===== config.mk =====
export PLATFORM = sky130hd
export DESIGN_NAME = spiq_master
export DESIGN_NICKNAME = d
export VERILOG_FILES = /design/src/rtl/spiq_pkg.sv /design/src/rtl/spiq_fifo.sv /design/src/rtl/spiq_shift.sv /design/src/rtl/spiq_master.sv
export SDC_FILE = /design/constraint.sdc
export NUM_CORES = 1
export LEC_CHECK = 0
export BUFFER_PORTS_ARGS = -buffer_cell sky130_fd_sc_hd__buf_2
export CAP_MARGIN = 10
export CORE_MARGIN = 4
export CORE_UTILIZATION = 66
export CTS_CLUSTER_DIAMETER = 120
export DETAILED_ROUTE_END_ITERATION = 16
export PLACE_DENSITY = 0.85
export SYNTH_ARGS = -nofsm -noshare
export SYNTH_HDL_FRONTEND = slang
export SYNTH_SLANG_ARGS = --single-unit

===== constraint.sdc =====
create_clock -name clk -period 9.3 [get_ports clk]
set_input_delay 0.93 -clock clk [delete_from_list [all_inputs] [get_ports clk]]
set_output_delay 0.93 -clock clk [all_outputs]
set_load 0.005 [all_outputs]

===== src/rtl/spiq_pkg.sv =====
package spiq_pkg;
  localparam logic [6:0] A_GIE  = 7'h1C;
  localparam logic [6:0] A_ISR  = 7'h20;
  localparam logic [6:0] A_IER  = 7'h28;
  localparam logic [6:0] A_RST  = 7'h40;
  localparam logic [6:0] A_CTL  = 7'h60;
  localparam logic [6:0] A_STS  = 7'h64;
  localparam logic [6:0] A_TXD  = 7'h68;
  localparam logic [6:0] A_RXD  = 7'h6C;
  localparam logic [6:0] A_SS   = 7'h70;
  localparam logic [6:0] A_TXO  = 7'h74;
  localparam logic [6:0] A_RXO  = 7'h78;

  localparam logic [31:0] RESET_KEY = 32'h0000_000A;

  localparam int C_SPE   = 1;
  localparam int C_MST   = 2;
  localparam int C_CPOL  = 3;
  localparam int C_TXCLR = 5;
  localparam int C_RXCLR = 6;
  localparam int C_MAN   = 7;
  localparam int C_INH   = 8;

  localparam int EV_DONE = 0;
  localparam int EV_OVR  = 1;
  localparam int EV_TXOF = 2;
  localparam int EV_RXF  = 3;
  localparam int EV_N    = 4;

  typedef struct packed {
    logic inhibit;
    logic manual;
    logic cpol;
    logic master;
    logic spe;
  } ctrl_t;

  localparam ctrl_t CTRL_RST = '{inhibit: 1'b1, manual: 1'b1, cpol: 1'b0,
                                 master: 1'b0, spe: 1'b0};
endpackage


===== src/rtl/spiq_fifo.sv =====
module spiq_fifo #(
  parameter int DEPTH = 16,
  parameter int W     = 8
) (
  input  logic             clk,
  input  logic             rst_n,
  input  logic             clr,
  input  logic             push,
  input  logic [W-1:0]     din,
  input  logic             pop,
  output logic [W-1:0]     dout,
  output logic [$clog2(DEPTH):0] count,
  output logic             empty,
  output logic             full
);
  localparam int CW = $clog2(DEPTH);

  logic [W-1:0]  mem [DEPTH];
  logic [CW-1:0] wp_q, wp_d, rp_q, rp_d;
  logic [CW:0]   cnt_q, cnt_d;

  always_comb begin
    wp_d  = wp_q;
    rp_d  = rp_q;
    cnt_d = cnt_q;
    if (clr) begin
      wp_d  = '0;
      rp_d  = '0;
      cnt_d = '0;
    end else begin
      if (push) wp_d = wp_q + 1'b1;
      if (pop)  rp_d = rp_q + 1'b1;
      cnt_d = cnt_q + {{CW{1'b0}}, push} - {{CW{1'b0}}, pop};
    end
  end

  always_ff @(posedge clk or negedge rst_n) begin
    if (!rst_n) begin
      wp_q  <= '0;
      rp_q  <= '0;
      cnt_q <= '0;
    end else begin
      wp_q  <= wp_d;
      rp_q  <= rp_d;
      cnt_q <= cnt_d;
    end
  end

  always_ff @(posedge clk) begin
    if (push && !clr && !full) mem[wp_q] <= din;
  end

  assign dout  = mem[rp_q];
  assign count = cnt_q;
  assign empty = (cnt_q == '0);
  assign full  = (cnt_q == (CW+1)'(DEPTH));


  no_overflow_chk: assert property (@(posedge clk) disable iff (!rst_n)
    push |-> !full);


  no_underflow_chk: assert property (@(posedge clk) disable iff (!rst_n)
    pop |-> !empty);


  count_step_chk: assert property (@(posedge clk) disable iff (!rst_n)
    (!clr && push && !pop) |=> (count == $past(count) + 1'b1));
endmodule


===== src/rtl/spiq_shift.sv =====
module spiq_shift (
  input  logic       clk,
  input  logic       rst_n,
  input  logic       clr,
  input  logic       go,
  input  logic       cpol,
  input  logic [7:0] tx_byte,
  input  logic       miso,
  output logic       tx_pop,
  output logic       rx_push,
  output logic [7:0] rx_byte,
  output logic       done_evt,
  output logic       busy,
  output logic       sck,
  output logic       mosi
);
  logic       busy_q, busy_d;
  logic [3:0] ph_q, ph_d;
  logic [7:0] sh_q, sh_d;
  logic [7:0] rx_q, rx_d;
  logic       last, load;

  assign last = busy_q && (ph_q == 4'd15);
  assign load = go && (!busy_q || (ph_q == 4'd15));

  always_comb begin
    busy_d = busy_q;
    ph_d   = ph_q;
    sh_d   = sh_q;
    rx_d   = rx_q;
    if (clr) begin
      busy_d = 1'b0;
      ph_d   = '0;
      sh_d   = '0;
      rx_d   = '0;
    end else begin
      if (busy_q) begin
        ph_d = ph_q + 1'b1;
        if (!ph_q[0]) rx_d = {rx_q[6:0], miso};
        else          sh_d = {sh_q[6:0], 1'b0};
      end
      if (last) busy_d = 1'b0;
      if (load) begin
        busy_d = 1'b1;
        ph_d   = '0;
        sh_d   = tx_byte;
      end
    end
  end

  always_ff @(posedge clk or negedge rst_n) begin
    if (!rst_n) begin
      busy_q <= 1'b0;
      ph_q   <= '0;
      sh_q   <= '0;
      rx_q   <= '0;
    end else begin
      busy_q <= busy_d;
      ph_q   <= ph_d;
      sh_q   <= sh_d;
      rx_q   <= rx_d;
    end
  end

  assign tx_pop   = load && !clr;
  assign rx_push  = last && !clr;
  assign rx_byte  = rx_q;
  assign done_evt = last && !load && !clr;
  assign busy     = busy_q;
  assign sck      = busy_q ? ph_q[0] : cpol;
  assign mosi     = busy_q ? sh_q[7] : 1'b1;


  mosi_setup_chk: assert property (@(posedge clk) disable iff (!rst_n)
    $rose(sck) |-> $stable(mosi));


  one_rx_per_byte_chk: assert property (@(posedge clk) disable iff (!rst_n)
    rx_push |=> !rx_push);
endmodule


===== src/rtl/spiq_master.sv =====
module spiq_master
  import spiq_pkg::*;
#(
  parameter int DEPTH = 16
) (
  input  logic        clk,
  input  logic        rst_n,
  input  logic        bus_wr,
  input  logic        bus_rd,
  input  logic [6:0]  bus_addr,
  input  logic [31:0] bus_wdata,
  output logic [31:0] bus_rdata,
  output logic        spi_sck,
  output logic        spi_mosi,
  input  logic        spi_miso,
  output logic        spi_cs_n,
  output logic        irq
);
  localparam int CW = $clog2(DEPTH);

  ctrl_t           ctrl_q, ctrl_d;
  logic            ss_q, ss_d;
  logic            gie_q, gie_d;
  logic [EV_N-1:0] ier_q, ier_d;
  logic [EV_N-1:0] isr_q, isr_d, ev_set;

  logic clr_all, wr_ctl;
  logic tx_push, tx_pop, tx_empty, tx_full, tx_clr;
  logic rx_push, rx_pop, rx_empty, rx_full, rx_clr;
  logic [7:0] tx_dout, rx_dout, rx_byte;
  logic [CW:0] tx_cnt, rx_cnt, tx_occ, rx_occ;
  logic sh_push, sh_done, sh_busy, go;

  assign clr_all = bus_wr && (bus_addr == A_RST) && (bus_wdata == RESET_KEY);
  assign wr_ctl  = bus_wr && (bus_addr == A_CTL);

  assign tx_clr  = clr_all || (wr_ctl && bus_wdata[C_TXCLR]);
  assign rx_clr  = clr_all || (wr_ctl && bus_wdata[C_RXCLR]);
  assign tx_push = bus_wr && (bus_addr == A_TXD) && !tx_full;
  assign rx_push = sh_push && !rx_full;
  assign rx_pop  = bus_rd && (bus_addr == A_RXD) && !rx_empty;

  assign go = ctrl_q.spe && ctrl_q.master && !ctrl_q.inhibit && !tx_empty;

  spiq_fifo #(.DEPTH(DEPTH), .W(8)) u_txq (
    .clk(clk), .rst_n(rst_n), .clr(tx_clr),
    .push(tx_push), .din(bus_wdata[7:0]),
    .pop(tx_pop), .dout(tx_dout),
    .count(tx_cnt), .empty(tx_empty), .full(tx_full)
  );

  spiq_fifo #(.DEPTH(DEPTH), .W(8)) u_rxq (
    .clk(clk), .rst_n(rst_n), .clr(rx_clr),
    .push(rx_push), .din(rx_byte),
    .pop(rx_pop), .dout(rx_dout),
    .count(rx_cnt), .empty(rx_empty), .full(rx_full)
  );

  spiq_shift u_shift (
    .clk(clk), .rst_n(rst_n), .clr(clr_all),
    .go(go), .cpol(ctrl_q.cpol), .tx_byte(tx_dout), .miso(spi_miso),
    .tx_pop(tx_pop), .rx_push(sh_push), .rx_byte(rx_byte),
    .done_evt(sh_done), .busy(sh_busy),
    .sck(spi_sck), .mosi(spi_mosi)
  );

  always_comb begin
    ev_set          = '0;
    ev_set[EV_DONE] = sh_done;
    ev_set[EV_OVR]  = sh_push && rx_full;
    ev_set[EV_TXOF] = bus_wr && (bus_addr == A_TXD) && tx_full;
    ev_set[EV_RXF]  = rx_full;
  end

  always_comb begin
    ctrl_d = ctrl_q;
    ss_d   = ss_q;
    gie_d  = gie_q;
    ier_d  = ier_q;
    isr_d  = isr_q;
    if (clr_all) begin
      ctrl_d = CTRL_RST;
      ss_d   = 1'b1;
      gie_d  = 1'b0;
      ier_d  = '0;
      isr_d  = '0;
    end else begin
      if (wr_ctl) begin
        ctrl_d.spe     = bus_wdata[C_SPE];
        ctrl_d.master  = bus_wdata[C_MST];
        ctrl_d.cpol    = bus_wdata[C_CPOL];
        ctrl_d.manual  = bus_wdata[C_MAN];
        ctrl_d.inhibit = bus_wdata[C_INH];
      end
      if (bus_wr && (bus_addr == A_SS))  ss_d  = bus_wdata[0];
      if (bus_wr && (bus_addr == A_GIE)) gie_d = bus_wdata[31];
      if (bus_wr && (bus_addr == A_IER)) ier_d = bus_wdata[EV_N-1:0];
      if (bus_wr && (bus_addr == A_ISR)) isr_d = isr_q & ~bus_wdata[EV_N-1:0];
      isr_d = isr_d | ev_set;
    end
  end

  always_ff @(posedge clk or negedge rst_n) begin
    if (!rst_n) begin
      ctrl_q <= CTRL_RST;
      ss_q   <= 1'b1;
      gie_q  <= 1'b0;
      ier_q  <= '0;
      isr_q  <= '0;
    end else begin
      ctrl_q <= ctrl_d;
      ss_q   <= ss_d;
      gie_q  <= gie_d;
      ier_q  <= ier_d;
      isr_q  <= isr_d;
    end
  end

  assign tx_occ = tx_empty ? '0 : tx_cnt - 1'b1;
  assign rx_occ = rx_empty ? '0 : rx_cnt - 1'b1;

  always_comb begin
    bus_rdata = '0;
    case (bus_addr)
      A_GIE: bus_rdata[31] = gie_q;
      A_ISR: bus_rdata[EV_N-1:0] = isr_q;
      A_IER: bus_rdata[EV_N-1:0] = ier_q;
      A_CTL: begin
        bus_rdata[C_SPE]  = ctrl_q.spe;
        bus_rdata[C_MST]  = ctrl_q.master;
        bus_rdata[C_CPOL] = ctrl_q.cpol;
        bus_rdata[C_MAN]  = ctrl_q.manual;
        bus_rdata[C_INH]  = ctrl_q.inhibit;
      end
      A_STS: bus_rdata[4:0] = {sh_busy, tx_full, tx_empty, rx_full, rx_empty};
      A_RXD: bus_rdata[7:0] = rx_empty ? 8'h00 : rx_dout;
      A_SS:  bus_rdata[0] = ss_q;
      A_TXO: bus_rdata[CW:0] = tx_occ;
      A_RXO: bus_rdata[CW:0] = rx_occ;
      default: bus_rdata = '0;
    endcase
  end

  assign spi_cs_n = ss_q;
  assign irq      = gie_q && |(isr_q & ier_q);


  inhibit_hold_chk: assert property (@(posedge clk) disable iff (!rst_n)
    (ctrl_q.inhibit && !sh_busy) |=> !sh_busy);


  cs_static_chk: assert property (@(posedge clk) disable iff (!rst_n)
    !$stable(spi_cs_n) |-> $past(bus_wr && ((bus_addr == A_SS) || (bus_addr == A_RST))));


  isr_sticky_chk: assert property (@(posedge clk) disable iff (!rst_n)
    (isr_q[EV_OVR] && !clr_all && !(bus_wr && (bus_addr == A_ISR) && bus_wdata[EV_OVR]))
      |=> isr_q[EV_OVR]);
endmodule


==> results of run 1 <==
## area by class of cell
type / instances / area (um^2) / area share
Timing Repair Buffer: 90 / 530.5 / 0.03349
Clock buffer: 34 / 787.0 / 0.04969
Tap cell: 275 / 344.1 / 0.02172
Clock inverter: 21 / 217.7 / 0.01375
Multi-Input combinational cell: 500 / 4594 / 0.2901
Sequential cell: 318 / 9245 / 0.5837
Inverter: 32 / 120.1 / 0.007584
## how the worst min path moves through the flow
stage,startpoint,end,slack [ns]
5_1_grt,u_shift.sh_q[0],u_shift.sh_q[1],0.59
6_report,rst_n,ctrl_q[2],0.56
2_1_floorplan,gie_q,gie_q,0.50
3_3_place_gp,gie_q,gie_q,0.52
3_5_place_dp,gie_q,gie_q,0.54
4_1_cts,u_shift.sh_q[0],u_shift.sh_q[1],0.55
## cells in the mapped netlist, types with 3 or more instances
library cell,number
dfstp_2,3
mux4_2,73
or3_1,7
xnor2_1,15
nor4_1,13
nor3b_1,3
edfxtp_1,256
nor2_1,42
a22oi_1,6
buf_2,15
and3b_1,5
or4_1,3
nand3b_1,6
mux2i_1,36
nor3_1,32
a211o_1,4
inv_1,31
xor2_1,5
nand2b_1,8
buf_4,25
nand3_1,30
nand2_1,30
and2_1,9
o21bai_1,5
nor4b_1,3
a211oi_1,5
dfrtp_1,59
buf_1,3
a21oi_1,17
o21ai_0,8
nor2b_1,5
clkbuf_1,24
a311oi_1,7
nand4_1,20
and3_1,7
a21boi_0,5
o31ai_1,5
ha_1,33
## per-stage QoR
stage / util / power, mW / setup WS [ns] / hold WS, ns / std cells
after floorplan: - / 2.523 / 5.512 / 0.4968 / 922
after global placement: 0.7010 / 2.720 / 5.008 / 0.5161 / 1214
after detailed placement: 0.7010 / 2.762 / 4.869 / 0.5377 / 1214
after CTS: 0.7485 / 4.025 / 5.345 / 0.5524 / 1269
after global routing: 0.7487 / 4.192 / 5.133 / 0.5853 / 1270
final: 0.7487 / 4.011 / 5.290 / 0.5574 / 1270
## critical path, cell delays in order
cell and delay [ns]:
buf_2 0.30, nor4b_1 0.35, nand4_1 0.31, nor4_4 0.33
buf_4 0.61, nor2_1 0.14, ha_1 0.30, inv_1 0.06
ha_1 0.16, inv_1 0.06, fa_1 0.42, o21bai_1 0.16
a21oi_1 0.09, xnor2_1 0.15, nor2_1 0.05
## routing by layer
layer | GRT usage | share of wire | up-vias
li1 | - | - | 3631
met1 | 0.4134 | 0.38 | 4311
met2 | 0.4506 | 0.48 | 597
met3 | 0.04784 | 0.10 | 91
met4 | 0.07359 | 0.030 | 0
met5 | 0 | 0 | -
## flip-flops by register name (all words and copies together), names as in the netlist
| name | flops |
|---|---|
| u_rxq.rp_q | 4 |
| u_txq.rp_q | 4 |
| u_rxq.wp_q | 4 |
| u_shift.sh_q | 8 |
| u_shift.ph_q | 4 |
| ier_q | 4 |
| spi_cs_n | 1 |
| gie_q | 1 |
| u_txq.count | 5 |
| isr_q | 4 |
| ctrl_q | 5 |
| u_txq.wp_q | 4 |
| u_rxq.mem | 128 |
| u_shift.busy | 1 |
| u_shift.rx_byte | 8 |
| u_txq.mem | 128 |
| u_rxq.count | 5 |
## cell families (layout without fill, tap and decap cells)
group | count (synthesis) | in the layout | synth area share
xor+xnor | 20 | 20 | 0.01226
flops | 318 | 318 | 0.6471
other cells | 1 | 22 | 0.0002625
compound gates | 76 | 76 | 0.03758
simple gates | 237 | 237 | 0.09259
buf+inv | 104 | 177 | 0.03740
mux | 110 | 110 | 0.1411
fa+ha+maj | 35 | 35 | 0.03171
## report_power, final
group	switching (mW)	internal, mW	leakage, nW	total, mW
registers	0.186	1.72	3.07	1.91
clock network	0.505	0.740	0.495	1.24
logic	0.445	0.416	2.09	0.861
total	1.14	2.87	5.65	4.01
==> metrics.cfg, run 1 <==
[status]
outcome=completed

[layout]
drive_above_1_share=0.2241
number_of_nets_in_the_layout=1051
antenna_cells_inserted=0
layout_overhead_on_the_synthesized_area_pct=10.89
most-common-layout-cells=edfxtp_1, mux4_2, dfrtp_1, buf_2, nor2_1
layout.cell_area.non_filler_mm2=0.01584
fill_cells=1158
layout_commonest_cell=edfxtp_1

[critical_path]
timing.critical_path.to_type=register
timing.reg2reg.setup_slack_ns=5.89
worst_r2r_path_depth=14
crit_path_start_kind=input port
type_of_the_setup_path_with_the_least_slack=input port to register
worstSetupEndpoint=u_txq.count[4]
crit_path_start=bus_wdata[1]
cp_max_fo=63
timing.rr.start=u_txq.count[2]
crit_reg_reg_endpoint=u_txq.count[4]
worst-endpoint-required_ns=9.73
cp_data_arrival_time_ns=4.44

[synth]
avgSynthCellArea_um2=15.85
synth_seq_area_share=0.6471
synth_top_flop_cell=edfxtp_1
synth_area_leader_cell=edfxtp_1
synth-seq-cells=318
synth-edff-count=256
biggest_area_contributors_in_the_synthesized_netlist=edfxtp_1, mux4_2, dfrtp_1
synth_warnings=0
ys_async_sr_fraction=0.1950
syn-instance-count=901
syn-cell-area_mm2=0.01428
ys_types=68
post-synth-top-area-fraction=0.5382

[cts]
clockRootBuffer=clkbuf_16
clk_path_buf_depth=3
clock_input_transition_at_the_sequential_cells_of_the_worst_setup_and_hold_paths_ns=0.07
post_cts_resized=0
cts.hold.buffers_added=0
postCtsSetupBuffers=0
cts-htree-levels=1
clkLatencyLatePin_ns=0.56
cts_tree=built
cts_inserted_buffers=30
cts_sinks=318

[timing]
setup_total_negative_slack_ns=0
hold_violations=0
timing.final.max_slew_violations=0
finalClockSkew_ns=0.02066
relSlewSlack=0.2159
rsz_0062_raised_after_global_routing=no
final_period_minus_worst_setup_slack_ns=4.010
worstMarginPinSlew_ns=1.176
setup_violations=0
fmaxAchievable_mhz=249.4
final_min_period_over_clock_period=0.4312

[power_and_ir_drop]
power.density_mw_per_mm2=253.2
vdd_ir_drop_max_v=0.0001919
leak_nw=5.653

[floorplan]
floorplan.die_area_mm2=0.02406
top_level_ports=80
floorplan.die.height_um=155.1
coreArea_mm2=0.02115
fp.dieW_um=155.1
standard_cell_rows=53
start_util=0.6752

[placed_design]
globalplace.congestion=0.8538
placedInstanceArea_mm2=0.01483
dp_hpwl_um=20280
io_buffer_count=57

[route]
detail_route.wl_per_cell_um=26.29
first_pass_iteration_count_of_the_detailed_router=6
detail_route.drc_violations=0
viasPerCell=6.795
routed_wirelength_um=33390
first_iter_violations=1140
drtAntennaViolNets=0
vias=8630

[global_routing]
initial_antenna_violation_count=0
grt_max_degree=64
grt_remaining_overflow=0
grt_pass1_vias=8631
grt_use_total=0.2817
wire_length_of_the_first_global_routing_pass_um=51620

[flow_run]
drv.max_cap_violation_count=0

[worst_hold_path]
worstHoldPathType=input port to async pin

No activity file was read; power rests on OpenSTA's default activity.
==> run 2, diff against run 1 <==
--- a/config.mk
+++ b/config.mk
@@ -8,10 +8,10 @@
 export BUFFER_PORTS_ARGS = -buffer_cell sky130_fd_sc_hd__buf_2
 export CAP_MARGIN = 10
 export CORE_MARGIN = 4
-export CORE_UTILIZATION = 66
+export CORE_UTILIZATION = 55
 export CTS_CLUSTER_DIAMETER = 120
 export DETAILED_ROUTE_END_ITERATION = 16
-export PLACE_DENSITY = 0.85
+export PLACE_DENSITY = 0.76
 export SYNTH_ARGS = -nofsm -noshare
 export SYNTH_HDL_FRONTEND = slang
 export SYNTH_SLANG_ARGS = --single-unit
==> constraint.sdc (replaced) <==
create_clock -name clk -period 3.3 [get_ports clk]
set_input_delay 0.33 -clock clk [delete_from_list [all_inputs] [get_ports clk]]
set_output_delay 0.33 -clock clk [all_outputs]
set_load 0.005 [all_outputs]
==> run 2 against run 1 <==
Compared with the run above: non-clock buffer count increased by 26; worst setup slack got worse by 5.1 ns; highest routed layer unchanged; first-iteration DRC count is 18% lower; worst hold slack lost 0.47 ns; clock-buffer cell count increased by 12.
==> metrics.cfg, run 2 (synthesis gave the netlist of run 1 again) <==
[critical_path]
cp_max_fo=12  ; was 63
worst-endpoint-required_ns=2.97  ; was 9.73 ns
worst_path_most_repeated_cell=mux2i_1
timing.critical_path.to_type=output port  ; was register
crit_path_start_kind=register  ; was input port
critical_path.max_stage_delay_ns=0.56  ; was 0.61 ns
type_of_the_setup_path_with_the_least_slack=register to output port  ; was input port to register
critical-path-slowest-cell=dfrtp_4  ; was buf_4
crit_path_cell_trace=buf_4 > mux4_2 > mux2i_1 > mux2i_1 > a211o_1 > buf_2  ; was buf_2 > nor4b_1 > nand4_1 > nor4_4 > buf_4 > nor2_1 > ha_1 > inv_1 > ha_1 > inv_1 > fa_1 > o21bai_1 > a21oi_1 > xnor2_1 > nor2_1
cp_data_arrival_time_ns=2.76  ; was 4.44 ns
path_buf_inv=2  ; was 4
crit_family=multiplexers  ; was simple AND/OR/NAND/NOR gates

[timing]
rsz_0062_raised_after_global_routing=no  ; unchanged
final_period_minus_worst_setup_slack_ns=3.088
timing.final.max_slew_violations=0  ; unchanged
setup_total_negative_slack_ns=0  ; unchanged
fmaxAchievable_mhz=323.8
worstMarginPinSlew_ns=1.039  ; was 1.176 ns
whs_ns=0.09176  ; was 0.5574 ns
layout_setup_ws_ns=0.2116  ; was 5.290 ns
hold_violations=0  ; unchanged
setup_violations=0  ; unchanged
relSlewSlack=0.3061  ; was 0.2159
finalClockSkew_ns=0.03061  ; was 0.02066 ns
final_min_period_over_clock_period=0.9359

[route]
detail_route.drc_violations=0  ; unchanged
routed_wirelength_um=30510  ; was 33390 um
vias=8283  ; was 8630
first_pass_iteration_count_of_the_detailed_router=5  ; was 6
first_iter_violations=940  ; was 1140
detail_route.wl_per_cell_um=22.47  ; was 26.29 um
drtAntennaViolNets=0  ; unchanged
viasPerCell=6.099  ; was 6.795

[placed_design]
io_buffer_count=57  ; unchanged
placement.setup.worst_slack_ns=0.09075  ; was 4.869 ns
dp_hpwl_um=20090  ; was 20280 um
globalplace.congestion=0.8881  ; was 0.8538

[cts]
clockRootBuffer=clkbuf_16  ; unchanged
postCtsSetupBuffers=0  ; unchanged
cts_sinks=318  ; unchanged
cts_inserted_buffers=34  ; was 30
cts_tree=built  ; unchanged
clkLatencyLatePin_ns=0.51  ; was 0.56 ns
clock_input_transition_at_the_sequential_cells_of_the_worst_setup_and_hold_paths_ns=0.06  ; was 0.07 ns
cts-htree-levels=2  ; was 1
clk_path_buf_depth=3  ; unchanged

[layout]
multi_input_comb_area_mm2=0.004619  ; was 0.004594 mm^2
fill_cells=1718  ; was 1158
seqCellArea_mm2=0.009248  ; was 0.009245 mm^2
most-common-layout-cells=edfxtp_1, mux4_2, dfrtp_1, buf_2, buf_4  ; was edfxtp_1, mux4_2, dfrtp_1, buf_2, nor2_1
number_of_nets_in_the_layout=1081  ; was 1051
largest_registers=u_rxq.mem: 128 flops, u_txq.mem: 128 flops  ; unchanged
layout_commonest_cell=edfxtp_1  ; unchanged
layout_overhead_on_the_synthesized_area_pct=13.99  ; was 10.89%
antenna_cells_inserted=0  ; unchanged
drive_above_1_share=0.2539  ; was 0.2241

[global_routing]
grt_max_degree=62  ; was 64
groute.layer.met3.usage=0.03867  ; was 0.04784
globalRoute.busiestLayer=met2  ; unchanged
grt_util_met2=0.3458  ; was 0.4506
wire_length_of_the_first_global_routing_pass_um=48090  ; was 51620 um
grt_use_total=0.2181  ; was 0.2817
grt_pass1_vias=8297  ; was 8631
initial_antenna_violation_count=0  ; unchanged
met1_usage=0.3202  ; was 0.4134
grt_remaining_overflow=0  ; unchanged

[power_and_ir_drop]
fin_total_pwr_mw=11.52  ; was 4.011 mW
vdd_ir_drop_max_v=0.0004461  ; was 0.0001919 V
power.density_mw_per_mm2=707.6  ; was 253.2 mW/mm^2
leak_nw=5.833  ; was 5.653 nW

[floorplan]
coreArea_mm2=0.02540  ; was 0.02115 mm^2
floorplan.die.height_um=169.2  ; was 155.1 um
standard_cell_rows=58  ; was 53
floorplan.die_area_mm2=0.02861  ; was 0.02406 mm^2
start_util=0.5624  ; was 0.6752
top_level_ports=80  ; unchanged
fp.dieW_um=169.2  ; was 155.1 um

[worst_hold_path]
worstHoldPathType=input port to register  ; was input port to async pin

[status]
outcome=completed  ; unchanged

[flow_run]
drv.max_cap_violation_count=0  ; unchanged

run 2: cell count changes in the layout (fill, tap and decap cells not counted), moves of 4 or more:
cell        before  now
clkbuf_1         3    9
buf_4           32   56
clkinv_1        11    3
nor4_1          13    9
clkbuf_16       31   35
nor4_2           0    4
clkinvlp_4       0    4
run 2: layout make-up:
| class | instances | share of cell area |
|---|---|---|
| flip-flops and latches | 318 | 0.5680 |
| clock buffers | 46 | 0.05756 |
| inverters | 32 | 0.007377 |
| well taps | 330 | 0.02536 |
| multi-input cells | 500 | 0.2837 |
| clock inverters | 16 | 0.01160 |
| repair buffers | 116 | 0.04642 |
run 2: power by group:
group	internal [mW]	switching, mW	total, mW
sequential	4.85	0.505	5.35
combinational	1.21	1.19	2.40
clock	2.25	1.52	3.77
run 2: final timing paths:
check	from	end	slack (ns)	cells after the start
min in group asynchronous	rst_n	u_shift.busy	0.49	2
setup reg to reg	u_txq.count[2]	u_txq.count[4]	0.35	12
hold / removal	spi_miso	u_shift.rx_byte[0]	0.09	3
setup / recovery	u_rxq.rp_q[0]	bus_rdata[0]	0.21	6
max in group asynchronous	rst_n	u_shift.rx_byte[1]	1.79	4
hold reg to reg	u_shift.sh_q[0]	u_shift.sh_q[1]	0.55	2
run 2: per-layer routing:
metal	part of all wire	routed length [um]	vias to the layer above
met5	0	0	-
met4	0.023	713	0
met3	0.072	2198	64
met2	0.48	14600	373
met1	0.43	13000	4162
li1	-	-	3684
run 2: timing repair:
action                                 4_1_cts  5_1_grt
endpoints found under the hold margin       34        0
hold buffers                                 1        0
setup endpoints to repair                    0        1
resized for setup                            0        1
run 2: per-stage QoR:
stage               utilization  instance area, um^2  instances
global placement         0.5962                15140       1295
detailed placement       0.5962                15140       1295
floorplan                     -                14360        922
global route             0.6410                16280       1358
CTS                      0.6409                16280       1358
finish                   0.6410                16280       1358
run 2: worst reg2reg max path, delay by kind of cell, from the launching register on:
family | cells | cell delay [ns]
compound gates | 2 | 0.25
xor+xnor | 1 | 0.16
fa+ha+maj | 3 | 0.85
buf+inv | 3 | 0.35
flops | 1 | 0.39
simple gates | 3 | 0.86
